$ cat config.mk
export PLATFORM = sky130hd
export DESIGN_NAME = dma_irq_seq
export DESIGN_NICKNAME = d
export VERILOG_FILES = /design/src/rtl/seqctl_pkg.sv /design/src/rtl/seq_arbiter.sv /design/src/rtl/seq_decode.sv /design/src/rtl/seq_ptr.sv /design/src/rtl/seq_ctx_regs.sv /design/src/rtl/dma_irq_seq.sv
export SDC_FILE = /design/constraint.sdc
export NUM_CORES = 1
export LEC_CHECK = 0
export BUFFER_PORTS_ARGS = -buffer_cell sky130_fd_sc_hd__buf_2
export CORE_MARGIN = 1
export CORE_UTILIZATION = 40
export CTS_CLUSTER_DIAMETER = 60
export DETAILED_ROUTE_END_ITERATION = 16
export GPL_ROUTABILITY_DRIVEN = 0
export GPL_TIMING_DRIVEN = 0
export PLACE_DENSITY = 0.67
export RECOVER_POWER = 50
export SYNTH_ARGS = -nofsm -noshare
export SYNTH_HDL_FRONTEND = slang
export SYNTH_SLANG_ARGS = --single-unit
$ cat constraint.sdc
create_clock -name clk -period 2.4 [get_ports clk]
set_clock_uncertainty 0.15 [all_clocks]
set_input_delay 0.12 -clock clk [delete_from_list [all_inputs] [get_ports clk]]
set_output_delay 0.12 -clock clk [all_outputs]
set_load 0.05 [all_outputs]
$ cat src/rtl/seqctl_pkg.sv
package seqctl_pkg;

    typedef enum logic [2:0] {
        ST_EXEC    = 3'd0,
        ST_DMA_IN  = 3'd1,
        ST_DMA_OUT = 3'd2,
        ST_IRQ     = 3'd3,
        ST_IDLE    = 3'd4
    } seq_state_e;

    typedef struct packed {
        logic dma_in;
        logic dma_out;
        logic irq;
        logic load;
    } req_t;

    typedef struct packed {
        logic rd;
        logic wr;
        logic io_drv;
        logic mem_drv;
        logic addr_stb;
        logic ptr_step;
        logic ctx_save;
        logic ctx_open;
    } cyc_ctl_t;

    // Fixed priority: DMA-in, DMA-out, load idle, interrupt, execute.
    function automatic seq_state_e pick_next(req_t r, logic ie_now);
        seq_state_e n;
        if (r.dma_in)             n = ST_DMA_IN;
        else if (r.dma_out)       n = ST_DMA_OUT;
        else if (r.load)          n = ST_IDLE;
        else if (r.irq && ie_now) n = ST_IRQ;
        else                      n = ST_EXEC;
        return n;
    endfunction

    function automatic cyc_ctl_t ctl_of(seq_state_e s);
        cyc_ctl_t c;
        c = '0;
        c.addr_stb = 1'b1;
        unique case (s)
            ST_DMA_IN: begin
                c.wr       = 1'b1;
                c.io_drv   = 1'b1;
                c.ptr_step = 1'b1;
            end
            ST_DMA_OUT: begin
                c.rd       = 1'b1;
                c.mem_drv  = 1'b1;
                c.ptr_step = 1'b1;
            end
            ST_IRQ:  c.ctx_save = 1'b1;
            ST_IDLE: c.addr_stb = 1'b0;
            default: c.ctx_open = 1'b1;
        endcase
        return c;
    endfunction

endpackage

$ cat src/rtl/seq_arbiter.sv
module seq_arbiter
    import seqctl_pkg::*;
(
    input  seq_state_e cur_state,
    input  logic       exec_done,
    input  req_t       req,
    input  logic       ie_now,
    output seq_state_e nxt_state
);
    always_comb begin
        nxt_state = cur_state;
        unique case (cur_state)
            ST_EXEC:
                if (exec_done) nxt_state = pick_next(req, ie_now);
            ST_DMA_IN, ST_DMA_OUT:
                nxt_state = pick_next(req, ie_now);
            ST_IRQ:
                nxt_state = ST_EXEC;
            ST_IDLE: begin
                if (req.dma_in)       nxt_state = ST_DMA_IN;
                else if (req.dma_out) nxt_state = ST_DMA_OUT;
                else if (!req.load)   nxt_state = ST_EXEC;
                else                  nxt_state = ST_IDLE;
            end
            default: nxt_state = ST_EXEC;
        endcase
    end
endmodule

$ cat src/rtl/seq_decode.sv
module seq_decode
    import seqctl_pkg::*;
(
    input  seq_state_e cur_state,
    output cyc_ctl_t   ctl
);
    always_comb ctl = ctl_of(cur_state);
endmodule

$ cat src/rtl/seq_ptr.sv
module seq_ptr #(
    parameter int ADDR_W = 16
) (
    input  logic              clk,
    input  logic              rst,
    input  logic              step,
    output logic [ADDR_W-1:0] ptr
);
    localparam logic [ADDR_W-1:0] ONE = {{(ADDR_W-1){1'b0}}, 1'b1};

    always_ff @(posedge clk) begin
        if (rst)       ptr <= '0;
        else if (step) ptr <= ptr + ONE;
    end
endmodule

$ cat src/rtl/seq_ctx_regs.sv
module seq_ctx_regs
    import seqctl_pkg::*;
#(
    parameter int SEL_W = 4,
    parameter int IRQ_P = 1,
    parameter int IRQ_X = 2
) (
    input  logic               clk,
    input  logic               rst,
    input  cyc_ctl_t           ctl,
    input  logic               ctx_load,
    input  logic [SEL_W-1:0]   ctx_p,
    input  logic [SEL_W-1:0]   ctx_x,
    input  logic               ctx_ie,
    output logic [SEL_W-1:0]   p_q,
    output logic [SEL_W-1:0]   x_q,
    output logic [2*SEL_W-1:0] t_q,
    output logic               ie_q
);
    localparam logic [SEL_W-1:0] P_VEC = SEL_W'(IRQ_P);
    localparam logic [SEL_W-1:0] X_VEC = SEL_W'(IRQ_X);

    always_ff @(posedge clk) begin
        if (rst) begin
            p_q  <= '0;
            x_q  <= '0;
            t_q  <= '0;
            ie_q <= 1'b1;
        end else if (ctl.ctx_save) begin
            t_q  <= {x_q, p_q};
            p_q  <= P_VEC;
            x_q  <= X_VEC;
            ie_q <= 1'b0;
        end else if (ctl.ctx_open && ctx_load) begin
            p_q  <= ctx_p;
            x_q  <= ctx_x;
            ie_q <= ctx_ie;
        end
    end
endmodule

$ cat src/rtl/dma_irq_seq.sv
module dma_irq_seq
    import seqctl_pkg::*;
#(
    parameter int ADDR_W = 16,
    parameter int SEL_W  = 4,
    parameter int IRQ_P  = 1,
    parameter int IRQ_X  = 2
) (
    input  logic               clk,
    input  logic               rst,
    input  logic               dma_in_req,
    input  logic               dma_out_req,
    input  logic               irq_req,
    input  logic               load_mode,
    input  logic               exec_done,
    input  logic               ctx_load,
    input  logic [SEL_W-1:0]   ctx_p,
    input  logic [SEL_W-1:0]   ctx_x,
    input  logic               ctx_ie,
    output logic [ADDR_W-1:0]  mem_addr,
    output logic               mem_rd,
    output logic               mem_wr,
    output logic               io_drives_bus,
    output logic               mem_drives_bus,
    output logic               addr_strobe,
    output logic [2:0]         state_code,
    output logic [SEL_W-1:0]   p_sel,
    output logic [SEL_W-1:0]   x_sel,
    output logic [2*SEL_W-1:0] t_save,
    output logic               ie
);
    seq_state_e state_q, state_d;
    cyc_ctl_t   ctl;
    req_t       req;

    assign req = '{dma_in: dma_in_req, dma_out: dma_out_req,
                   irq: irq_req, load: load_mode};

    seq_arbiter u_arb (
        .cur_state (state_q),
        .exec_done (exec_done),
        .req       (req),
        .ie_now    (ie),
        .nxt_state (state_d)
    );

    always_ff @(posedge clk) begin
        if (rst) state_q <= ST_EXEC;
        else     state_q <= state_d;
    end

    seq_decode u_dec (
        .cur_state (state_q),
        .ctl       (ctl)
    );

    seq_ptr #(.ADDR_W(ADDR_W)) u_ptr (
        .clk  (clk),
        .rst  (rst),
        .step (ctl.ptr_step),
        .ptr  (mem_addr)
    );

    seq_ctx_regs #(.SEL_W(SEL_W), .IRQ_P(IRQ_P), .IRQ_X(IRQ_X)) u_ctx (
        .clk      (clk),
        .rst      (rst),
        .ctl      (ctl),
        .ctx_load (ctx_load),
        .ctx_p    (ctx_p),
        .ctx_x    (ctx_x),
        .ctx_ie   (ctx_ie),
        .p_q      (p_sel),
        .x_q      (x_sel),
        .t_q      (t_save),
        .ie_q     (ie)
    );

    assign mem_rd         = ctl.rd;
    assign mem_wr         = ctl.wr;
    assign io_drives_bus  = ctl.io_drv;
    assign mem_drives_bus = ctl.mem_drv;
    assign addr_strobe    = ctl.addr_stb;
    assign state_code     = state_q;
endmodule

### Word level (Yosys, flattened, before mapping)

Cells that the tools add are included.

* register bits: 36
* bits of input ports: 17
* word-level logic and storage cells: 42

* $add $sub $neg: 1
* eq/ne operators: 5
* multiplexer cells: 21
* reductions and logical operators: 7

Operators with widths (count)
* 3-bit 2-to-1 mux: 7
* 16-bit by 1-bit adder with 16-bit output (second input constant): 1
* 1-bit 2-to-1 mux: 9
* 3-bit one-hot mux with 3 select lines: 1
* 2-bit 2-to-1 mux: 4
* 3-bit by 2-bit equality test with 1-bit output (second input constant): 2
* 2-bit OR reduction: 2
* 4-bit OR reduction: 1
* 3-bit by 1-bit equality test with 1-bit output (second input constant): 1
* 3-bit equality test (second input constant): 1
* 3-bit logical NOT: 1
* 1-bit logical AND: 2
* 2-bit != test (second input constant): 1
* 2-bit nonzero test: 1

### Longest topological paths before layout

Gate-level depths: netlist of the first run.

* depth in word-level cells: 7
* depth in mapped cells: 6

### Hierarchy

Synthesis of the first run repeated with hierarchy kept, for this count alone.

* cells, all modules: 179
* area, all modules: 1695.4 um^2

By module, submodules not included
* seq_ptr: instances 1, cells each 83, area each 757.0 um^2, seq. area each 320.3 um^2
* seq_ctx_regs: instances 1, cells each 69, area each 700.7 um^2, seq. area each 340.3 um^2
* seq_arbiter: instances 1, cells each 11, area each 90.1 um^2, seq. area each 0.0 um^2
* dma_irq_seq: instances 1, cells each 6, area each 78.8 um^2, seq. area each 60.1 um^2
* seq_decode: instances 1, cells each 10, area each 68.8 um^2, seq. area each 0.0 um^2

### Worst setup path before layout of the first run

Ideal clock, no wire load.

* kind: register to output
* start point: register state_q[1] (netlist: state_code[1])
* end point: output port mem_rd
* data arrival time: 2432 ps
* setup slack: -302 ps
* stages on the path, launching flop included: 4
* path buffers: 2
* cells stage by stage: dfxtp_1 buf_6 nor3b_1 buf_4

* word-level cells in the longest chain between the ends: 2

Ends and longest elaborated chain
* start, declared: line dma_irq_seq.sv:32 `seq_state_e state_q, state_d;`
* start signal, assigned: line dma_irq_seq.sv:49 `else state_q <= state_d;`
* 3-bit by 2-bit equality test with 1-bit output
* 1-bit 2-to-1 mux
* end, declared: line dma_irq_seq.sv:21 `output logic mem_rd,`

No other way between the ends.

### Worst setup path in the final report of the first run

* start point: register state_q[2] (netlist: state_code[2])
* end point: register state_q[2] (netlist: state_code[2])

* word-level cells in the longest chain between the ends: 3

Ends and longest elaborated chain
* 3-bit by 1-bit equality test with 1-bit output / 3-bit by 2-bit equality test with 1-bit output (equally long branches): line seq_arbiter.sv:12 `unique case (cur_state)`
* 2-bit OR reduction (no line)
* 3-bit one-hot mux with 3 select lines: line seq_arbiter.sv:12

Several ways; a longest one is shown, not always the timed one.
A chain may end at the register's enable or synchronous reset.

==> summary.txt, run 1 <==
post-synth top area share: 45.6%
Residual DRC: 0
GRT Util Overall: 19.3%
Worst-Margin Slew: 619 ps
synth top area cells: dfxtp_1, mux2i_1, nor2_1
Mapped Area: 1580 um2
max frequency: 476 MHz
final slew viol count: 0
Synthesized Nets: 195
most common cell after layout, fill and taps aside: clkbuf_1
RSZ-0062 raised after global routing: no
commonest cells after routing, fill and taps aside: clkbuf_1, dfxtp_1, nor2_1
Die X-Extent: 64.9 um
Period Utilization, post-route: 87.5%
min cycle time layout: 2100 ps
DRT antenna net count: 0
worst hold path class: in2reg
Crit Path Class: reg2reg
CTS Buf Count: 5
synthesis-stage register bit count: 36
Buffers on Ports: 57
initial antenna violation count: 0
maximum vdd drop: 376 uV
Startpoint Class: flop
syn_area_per_cell: 8.94 um2
outcome: finished clean
synth unique cells: 32
WL/cell: 12.1 um
largest net degree at the start of global routing: 11
Net Sw Frac: 28.3%
CTS tree: done
clock sinks: 36
total grt overflow: 0
P_sw: 363 uW
Flop pwr share: 49.1%
vias per cell: 4.97
Fin Hold WS: 29.9 ps
setup slack, reg-to-reg: 300 ps
nets: 270
Final setup viols: 0
area leader, netlist: dfxtp_1
vias in the first global route: 1,363
combinational power share: 16.8%
Max-Cap Viols: 0
sequential area share after synthesis: 45.6%
Detailed Place HPWL: 2450 um
Die H: 64.9 um
I/O Pins: 58
drt first pass iters: 4
Longest Clk Path Bufs: 2
die area: 4210 um2
Clock Latency Late Sink: 280 ps
Yosys warnings: 0
post-route insts no fill: 301
Clk network pwr share: 34.0%
crit path DAT: 2180 ps
CTS Root Cell: clkbuf_8
R2R cell count: 6
diode count: 0
layout overhead on the synthesized area: 31.8%
Cell Rows: 22
RR Startpoint: state_code[2]$_SDFFE_PP0P_
CP required: 2480 ps
power density cells: 616 nW/um2
detailed-route via count: 1,496
Gate Count Post-Synth: 177
clock slew seen by the registers of the worst setup and hold paths: 70 ps
Int Pwr: 921 uW
Worst Setup EP: state_code[2]$_SDFFE_PP0P_
fill cell count: 368
CP max FO: 10
core area: 3720 um2
final hold violation count: 0
Iter 0 DRT Violations: 81
detailed-route wire length: 3640 um
dpl cells: 282
hold path startpoint: ctx_ie
Crit. Startpoint: state_code[2]$_SDFFE_PP0P_
first-pass GRT wire length: 6160 um
Crit Reg-Reg Endpoint: state_code[2]$_SDFFE_PP0P_
Leak: 0.000826 uW
CP Capture Type: flop
htree depth: 2
share of layout cells above drive strength 1: 14.6%
initial core utilization: 42.6%
Slew headroom: 58.9%
[synth_stat cells]
cell	instances
a311o_1	1
a311oi_1	2
nor3b_1	3
a21oi_1	15
inv_1	5
nand3b_1	1
nand3_1	6
dfxtp_1	36
nand4_1	1
clkbuf_1	8
nand4bb_1	2
o21ai_0	8
mux2i_1	12
o31ai_1	4
xnor2_2	1
nor2_1	30
buf_4	2
xnor2_1	6
o21a_1	1
buf_2	1
or3_4	1
nor3_1	4
nand2_1	7
nand4b_1	1
nor4_1	1
nand2b_1	1
nor4b_1	2
ha_1	1
and4_1	2
or3_1	5
buf_6	3
or4_1	4
[power groups by stage]
stage	clock network, uW	registers (uW)	logic (uW)
6_report	437	631	216
5_1_grt	484	633	233
4_1_cts	447	630	221
3_5_place_dp	0	644	208
3_3_place_gp	0	644	206
2_1_floorplan	0	707	92.9
[registers in the layout, indices dropped and copies added, names as in the netlist]
| signal | count |
|---|---|
| u_ptr.ptr | 16 |
| u_ctx.t_q | 8 |
| u_ctx.p_q | 4 |
| u_ctx.x_q | 4 |
| state_code | 3 |
| u_ctx.ie_q | 1 |
[worst min path at each step]
stage | cells after the start | endpoint | slack (ps)
after global routing | 4 | u_ctx.ie_q$_SDFFE_PP1P_ | 50
after floorplan | 1 | state_code[2]$_SDFFE_PP0P_ | 50
after global placement | 2 | state_code[2]$_SDFFE_PP0P_ | 170
after CTS | 4 | u_ctx.ie_q$_SDFFE_PP1P_ | 30
final | 4 | u_ctx.ie_q$_SDFFE_PP1P_ | 30
after detailed placement | 2 | state_code[2]$_SDFFE_PP0P_ | 170
[repair_timing]
action,4_1_cts,5_1_grt
hold buffers,11,0
hold endpoints to repair,11,0
endpoints found under the setup margin,0,1
resized for setup,0,2
buffers inserted,0,0
[stage by stage]
| step | utilization, % | TNS (ps) | total power [uW] | setup slack, ps | area (um2) |
|---|---|---|---|---|---|
| final | 56.1 | 0 | 1280 | 299 | 2080 |
| after global routing | 56.1 | 0 | 1350 | 80.2 | 2080 |
| after CTS | 57.2 | 0 | 1300 | 275 | 2130 |
| after detailed placement | 51.9 | 0 | 852 | 549 | 1930 |
| after global placement | 51.9 | 0 | 850 | 552 | 1930 |
| after floorplan | - | -600 | 800 | -302 | 1580 |
[cell families after synthesis]
kind of cell             after synthesis  share of synthesized area [%]
buffers and inverters                 19                           6.49
adder cells (fa/ha/maj)                1                          0.791
multiplexers                          12                           7.60
flip-flops                            36                           45.6
AO/OA/AOI/OAI                         31                           11.4
AND/OR/NAND/NOR                       71                           23.8
XOR/XNOR                               7                           4.35
[layer usage]
metal / wire length, um / up-vias / GRT usage, % / share of wire, %
met1: 1720 / 686 / 23.7 / 47
met2: 1710 / 38 / 30.9 / 47
met4: 14 / 0 / 5.83 / 0.38
li1: - / 770 / - / -
met5: 0 / - / 0 / 0
met3: 197 / 2 / 7.39 / 5.4
[layout make-up]
class | count | area (um2) | area share, %
plain buffers | 14 | 85.1 | 4.08
inverters | 5 | 18.8 | 0.900
multi-input cells | 122 | 758 | 36.4
clock buffers | 8 | 90.1 | 4.32
repair buffers | 68 | 352 | 16.9
well taps | 48 | 60.1 | 2.88
flip-flops and latches | 36 | 721 | 34.6
[critical path, cell delays in order, from the launching register on]
cell	delay [ps]
dfxtp_1	440
clkbuf_2	250
nor2_1	70
nand2_1	60
nand3_1	130
nor4b_1	340
dlygate4sd3_1	600
Note: power is estimated with default switching activity, not from simulation.
==> run 2: changes to the inputs <==
--- a/config.mk
+++ b/config.mk
@@ -8,6 +8,7 @@
 export BUFFER_PORTS_ARGS = -buffer_cell sky130_fd_sc_hd__buf_2
 export CORE_MARGIN = 1
 export CORE_UTILIZATION = 40
+export CTS_BUF_LIST = sky130_fd_sc_hd__clkbuf_8
 export CTS_CLUSTER_DIAMETER = 60
 export DETAILED_ROUTE_END_ITERATION = 16
 export GPL_ROUTABILITY_DRIVEN = 0
==> run 2 against run 1 <==
Net effect:
- global-route usage stayed put
- largest cell class unchanged
- flip-flop and latch count stayed put
- first-iteration DRC count stayed put
- setup slack worse by 1.5 ps
- combinational power hardly changed
- critical path type unchanged
==> summary.txt, run 2 (synthesized netlist as in run 1, its figures left out) <==
Setup WS post-layout: 298 ps (-1.54 ps)
worst hold path class: in2reg
CTS Root Cell: clkbuf_8
worst path bufs/invs: 2 (unchanged)
diode count: 0 (unchanged)
Top Registers: u_ptr.ptr x16, u_ctx.t_q x8
die area: 4210 um2 (unchanged)
Buffers on Ports: 57 (unchanged)
largest net degree at the start of global routing: 11 (unchanged)
DRT antenna net count: 0 (unchanged)
Clock Latency Late Sink: 280 ps (about the same)
first-pass GRT wire length: 6160 um (unchanged)
outcome: finished clean
WHS Path Cells: 4 (unchanged)
GRT Util Overall: 19.3% (unchanged)
CTS Buf Count: 5 (unchanged)
initial core utilization: 42.6% (unchanged)
drt first pass iters: 4 (unchanged)
htree depth: 2 (unchanged)
Longest Clk Path Bufs: 2 (unchanged)
pre-CTS setup slack: 549 ps (unchanged)
WL/cell: 12.1 um (+0.36%)
R2R cell count: 6 (unchanged)
Residual DRC: 0 (unchanged)
Slew headroom: 58.9% (about the same)
hold path startpoint: ctx_ie
Cell Rows: 22 (unchanged)
most common cell after layout, fill and taps aside: clkbuf_1
Startpoint Class: flop
min cycle time layout: 2100 ps (+1.54 ps)
Crit Path Class: reg2reg
Crit Reg-Reg Endpoint: state_code[2]$_SDFFE_PP0P_
share of layout cells above drive strength 1: 14.6% (unchanged)
I/O Pins: 58 (unchanged)
Max-Cap Viols: 0 (unchanged)
clock sinks: 36 (unchanged)
Die X-Extent: 64.9 um (unchanged)
Die H: 64.9 um (unchanged)
Final Core Density: 56.1% (unchanged)
initial antenna violation count: 0 (unchanged)
CTS tree: done
DP Area: 1930 um2 (unchanged)
slowest CP cell: dlygate4sd3_1
Final Cell Area: 2080 um2 (unchanged)
max reg flops: 16 (unchanged)
detailed-route via count: 1,491 (-0.33%)
clock slew seen by the registers of the worst setup and hold paths: 70 ps (about the same)
total power: 1280 uW (-0.47%)
setup slack, reg-to-reg: 300 ps (about the same)
Top reg by flops: u_ptr.ptr
final hold violation count: 0 (unchanged)
Final setup viols: 0 (unchanged)
RSZ-0062 raised after global routing: no
detailed-route wire length: 3660 um (+0.36%)
CP cell instances: clkbuf_2 > nor2_1 > nand2_1 > nand3_1 > nor4b_1 > dlygate4sd3_1
crit path DAT: 2180 ps (about the same)
vias in the first global route: 1,363 (unchanged)
Detailed Place HPWL: 2450 um (unchanged)
Hold Crit Endpoint: u_ctx.ie_q$_SDFFE_PP1P_
delay-heaviest family, CP: buffers and inverters
RR Startpoint: state_code[2]$_SDFFE_PP0P_
final slew viol count: 0 (unchanged)
CP max FO: 10 (unchanged)
vias per cell: 4.95 (-0.33%)
Fin Hold WS: 28.9 ps (-1.03 ps)
Iter 0 DRT Violations: 81 (unchanged)
CP required: 2480 ps (about the same)
maximum vdd drop: 376 uV (about the same)
nets: 270 (unchanged)
CP Capture Type: flop
layout overhead on the synthesized area: 31.8% (unchanged)
Period Utilization, post-route: 87.6% (about the same)
core area: 3720 um2 (unchanged)
post-CTS setup buffers: 0 (unchanged)
max incr delay on CP: 600 ps (about the same)
total grt overflow: 0 (unchanged)
max frequency: 476 MHz (about the same)
Worst-Margin Slew: 620 ps (+0.0138 ps)
commonest cells after routing, fill and taps aside: clkbuf_1, dfxtp_1, nor2_1
power density cells: 613 nW/um2 (-0.47%)
Leak: 0.000835 uW (+1.0%)
[run 2: what timing repair did]
| item | CTS | global route |
|---|---|---|
| endpoints found under the hold margin | 11 | 0 |
| gates resized for setup | 0 | 2 |
| setup endpoints to repair | 0 | 1 |
| hold buffers | 11 | 0 |
[run 2: worst max path at each step]
stage	startpoint	to	depth (start not counted)
after floorplan	state_code[1]$_SDFFE_PP0P_	mem_rd	3
after global placement	state_code[2]$_SDFFE_PP0P_	u_ptr.ptr[11]$_SDFFE_PP0P_	4
after detailed placement	state_code[1]$_SDFFE_PP0P_	u_ptr.ptr[15]$_SDFFE_PP0P_	6
after CTS	state_code[2]$_SDFFE_PP0P_	state_code[2]$_SDFFE_PP0P_	6
after global routing	state_code[2]$_SDFFE_PP0P_	state_code[2]$_SDFFE_PP0P_	6
final	state_code[2]$_SDFFE_PP0P_	state_code[2]$_SDFFE_PP0P_	6
[run 2: cell type report]
type | count | area [um2]
Fill cell | 368 | 1630
Multi-Input combinational cell | 122 | 758
Sequential cell | 36 | 721
Timing Repair Buffer | 68 | 352
Buffer | 14 | 85.1
Clock buffer | 6 | 82.6
Tap cell | 48 | 60.1
Inverter | 5 | 18.8
Clock inverter | 2 | 7.51
[run 2: worst min-delay path: cells and delay by family]
family / cells / cell delay [ps]
AO/OA/AOI/OAI: 1 / 110
AND/OR/NAND/NOR: 1 / 90
buffers and inverters: 2 / 110
[run 2: metrics by stage]
stage / instances / TNS [ps]
global route: 301 / 0
floorplan: 177 / -600
global placement: 282 / 0
CTS: 301 / 0
finish: 301 / 0
detailed placement: 282 / 0
[run 2: report_power, final]
part           switching, uW  leakage (uW)  internal, uW
combinational            145      0.000489          70.7
sequential              14.7      0.000292           616
clock                    205     0.0000538           226
total                    365      0.000835           912
[run 2: layer usage]
metal  track usage, %  vias up  wire [um]
met2             30.9       38       1710
met3             7.39        2        202
met5                0        -          0
met1             23.7      681       1730
met4             5.83        0         14
li1                 -      770          -
==> run 3: changes to the inputs <==
--- a/config.mk
+++ b/config.mk
@@ -6,6 +6,7 @@
 export NUM_CORES = 1
 export LEC_CHECK = 0
 export BUFFER_PORTS_ARGS = -buffer_cell sky130_fd_sc_hd__buf_2
+export CORE_ASPECT_RATIO = 0.9
 export CORE_MARGIN = 1
 export CORE_UTILIZATION = 40
 export CTS_BUF_LIST = sky130_fd_sc_hd__clkbuf_8
==> run 3 against run 2 <==
Net effect:
- final cell count down 1.7%
- sequential power about the same
- clock power down 13%
- flip-flop and latch count unchanged
- critical path depth unchanged
- register-to-register slack better by 70 ps
- critical endpoint unchanged
- global-route usage down 2.0 points
- sequential share of layout area up 0.42 points
- die area about the same
==> summary.txt, run 3 (synthesized netlist as in run 1, its figures left out) <==
P_sw: 346 uW (-5.4%)
max frequency: 491 MHz (+3.3%)
most common cell after layout, fill and taps aside: clkbuf_1
die area: 4210 um2 (about the same)
post-route insts no fill: 296 (-1.7%)
Leak: 0.000813 uW (-2.7%)
I/O Pins: 58 (unchanged)
Iter 0 DRT Violations: 61 (-25%)
slowest CP cell: dlygate4sd3_1
Crit. Startpoint: state_code[2]$_SDFFE_PP0P_
dpl cells: 280 (-0.71%)
Crit Path Class: reg2reg
RR Startpoint: state_code[2]$_SDFFE_PP0P_
WHS Path Cells: 4 (unchanged)
initial core utilization: 42.1% (-0.47 points)
worst hold path class: in2reg
CTS Root Cell: clkbuf_8
Period Utilization, post-route: 84.8% (-2.8 points)
Die H: 61.7 um (-5.0%)
Max-Cap Viols: 0 (unchanged)
CTS tree: done
htree depth: 2 (unchanged)
first-pass GRT wire length: 5290 um (-14%)
Flop pwr share: 51.8% (+2.4 points)
share of layout cells above drive strength 1: 14.0% (-0.62 points)
GRT Util Overall: 17.3% (-2.0 points)
Final setup viols: 0 (unchanged)
setup TNS: 0 ps (unchanged)
nets: 270 (unchanged)
core area: 3760 um2 (+1.1%)
Die X-Extent: 68.3 um (+5.2%)
CP required: 2470 ps (about the same)
RSZ-0062 raised after global routing: no
Net Sw Frac: 28.3% (-0.26 points)
largest net degree at the start of global routing: 11 (unchanged)
Setup WS post-layout: 365 ps (+67.2 ps)
Buffers on Ports: 57 (unchanged)
detailed-route via count: 1,467 (-1.6%)
detailed-route wire length: 3380 um (-7.5%)
Final Cell Area: 2060 um2 (-1.2%)
clock sinks: 36 (unchanged)
Int Pwr: 874 uW (-4.2%)
Top reg by flops: u_ptr.ptr
total grt overflow: 0 (unchanged)
max reg flops: 16 (unchanged)
Clock Latency Late Sink: 280 ps (about the same)
diode count: 0 (unchanged)
total power: 1220 uW (-4.6%)
outcome: finished clean
Longest Clk Path Bufs: 2 (unchanged)
final hold violation count: 0 (unchanged)
CP max FO: 10 (unchanged)
WL/cell: 11.4 um (-5.9%)
layout overhead on the synthesized area: 30.2%
vias per cell: 4.96 (about the same)
power density cells: 592 nW/um2 (-3.4%)
vias in the first global route: 1,221 (-10%)
hold path startpoint: ctx_ie
R2R cell count: 6 (unchanged)
Cell Rows: 21 (-4.5%)
combinational power share: 17.6% (+0.7 points)
Clk network pwr share: 30.6% (-3.1 points)
max incr delay on CP: 580 ps (-20 ps)
initial antenna violation count: 0 (unchanged)
Slew headroom: 59.4% (+0.53 points)
min cycle time layout: 2040 ps (-67.2 ps)
CP cell instances: clkbuf_2 > nor2_1 > nand2_1 > nand3_1 > nor4b_1 > dlygate4sd3_1
pre-CTS setup slack: 542 ps (-7.30 ps)
CP Capture Type: flop
Top Registers: u_ptr.ptr x16, u_ctx.t_q x8
commonest cells after routing, fill and taps aside: clkbuf_1, dfxtp_1, nor2_1
crit path DAT: 2110 ps (-70 ps)
Residual DRC: 0 (unchanged)
Worst-Margin Slew: 611 ps (-8.05 ps)
DRT antenna net count: 0 (unchanged)
maximum vdd drop: 409 uV (+8.7%)
Detailed Place HPWL: 2390 um (-2.7%)
drt first pass iters: 4 (unchanged)
final slew viol count: 0 (unchanged)
clock slew seen by the registers of the worst setup and hold paths: 60 ps (about the same)
CTS Buf Count: 5 (unchanged)
DP Area: 1920 um2 (-0.13%)
Startpoint Class: flop
-- run 3: changes by cell type in the layout (fill, tap and decap cells not counted), sizes merged --
cell  before  now
inv        7    5
buf       28   27
-- run 3: layout make-up --
class / count / area [um2]
fill: 370 / 1700
clock buffer: 5 / 68.8
buffer: 14 / 85.1
inverter: 5 / 18.8
multi-input combinational: 122 / 758
sequential: 36 / 721
timing repair buffer: 68 / 350
tap: 46 / 57.6
-- run 3: worst max-delay path: cells and delay by family (launching register included) --
| kind | cells | cell delay (ps) |
|---|---|---|
| simple gates | 4 | 550 |
| buf+inv | 2 | 840 |
| flops | 1 | 450 |
-- run 3: stage by stage --
step / util [%] / hold slack (ps)
6_report: 54.8 / 39.8
2_1_floorplan: - / 45.6
5_1_grt: 54.8 / 68.0
3_3_place_gp: 51.2 / 169
4_1_cts: 56.0 / 29.2
3_5_place_dp: 51.2 / 166
-- run 3: what timing repair did --
item                       in CTS  in global routing
hold endpoints to repair       11                  0
hold buffers                   11                  0
resized for setup               0                  2
buffers inserted                0                  0
setup endpoints to repair       0                  1
-- run 3: worst paths after layout --
path,end,slack [ps]
max,state_code[2]$_SDFFE_PP0P_,360
min,u_ctx.ie_q$_SDFFE_PP1P_,40
max reg2reg,state_code[2]$_SDFFE_PP0P_,360
min reg2reg,u_ptr.ptr[15]$_SDFFE_PP0P_,340
-- run 3: layer usage --
layer | routed length, um | vias to the layer above | track usage, % | share of wire [%]
met5 | 0 | - | 0 | 0
met4 | 52 | 0 | 7.14 | 1.5
met3 | 170 | 8 | 5.19 | 5.0
met2 | 1470 | 39 | 26.3 | 44
met1 | 1690 | 646 | 22.8 | 50
li1 | - | 774 | - | -
-- run 3: power groups by stage --
stage / registers, uW / logic [uW] / clock network (uW)
finish: 632 / 214 / 374
global route: 634 / 233 / 415
CTS: 631 / 220 / 390
detailed placement: 644 / 207 / 0
global placement: 644 / 207 / 0
floorplan: 707 / 92.9 / 0
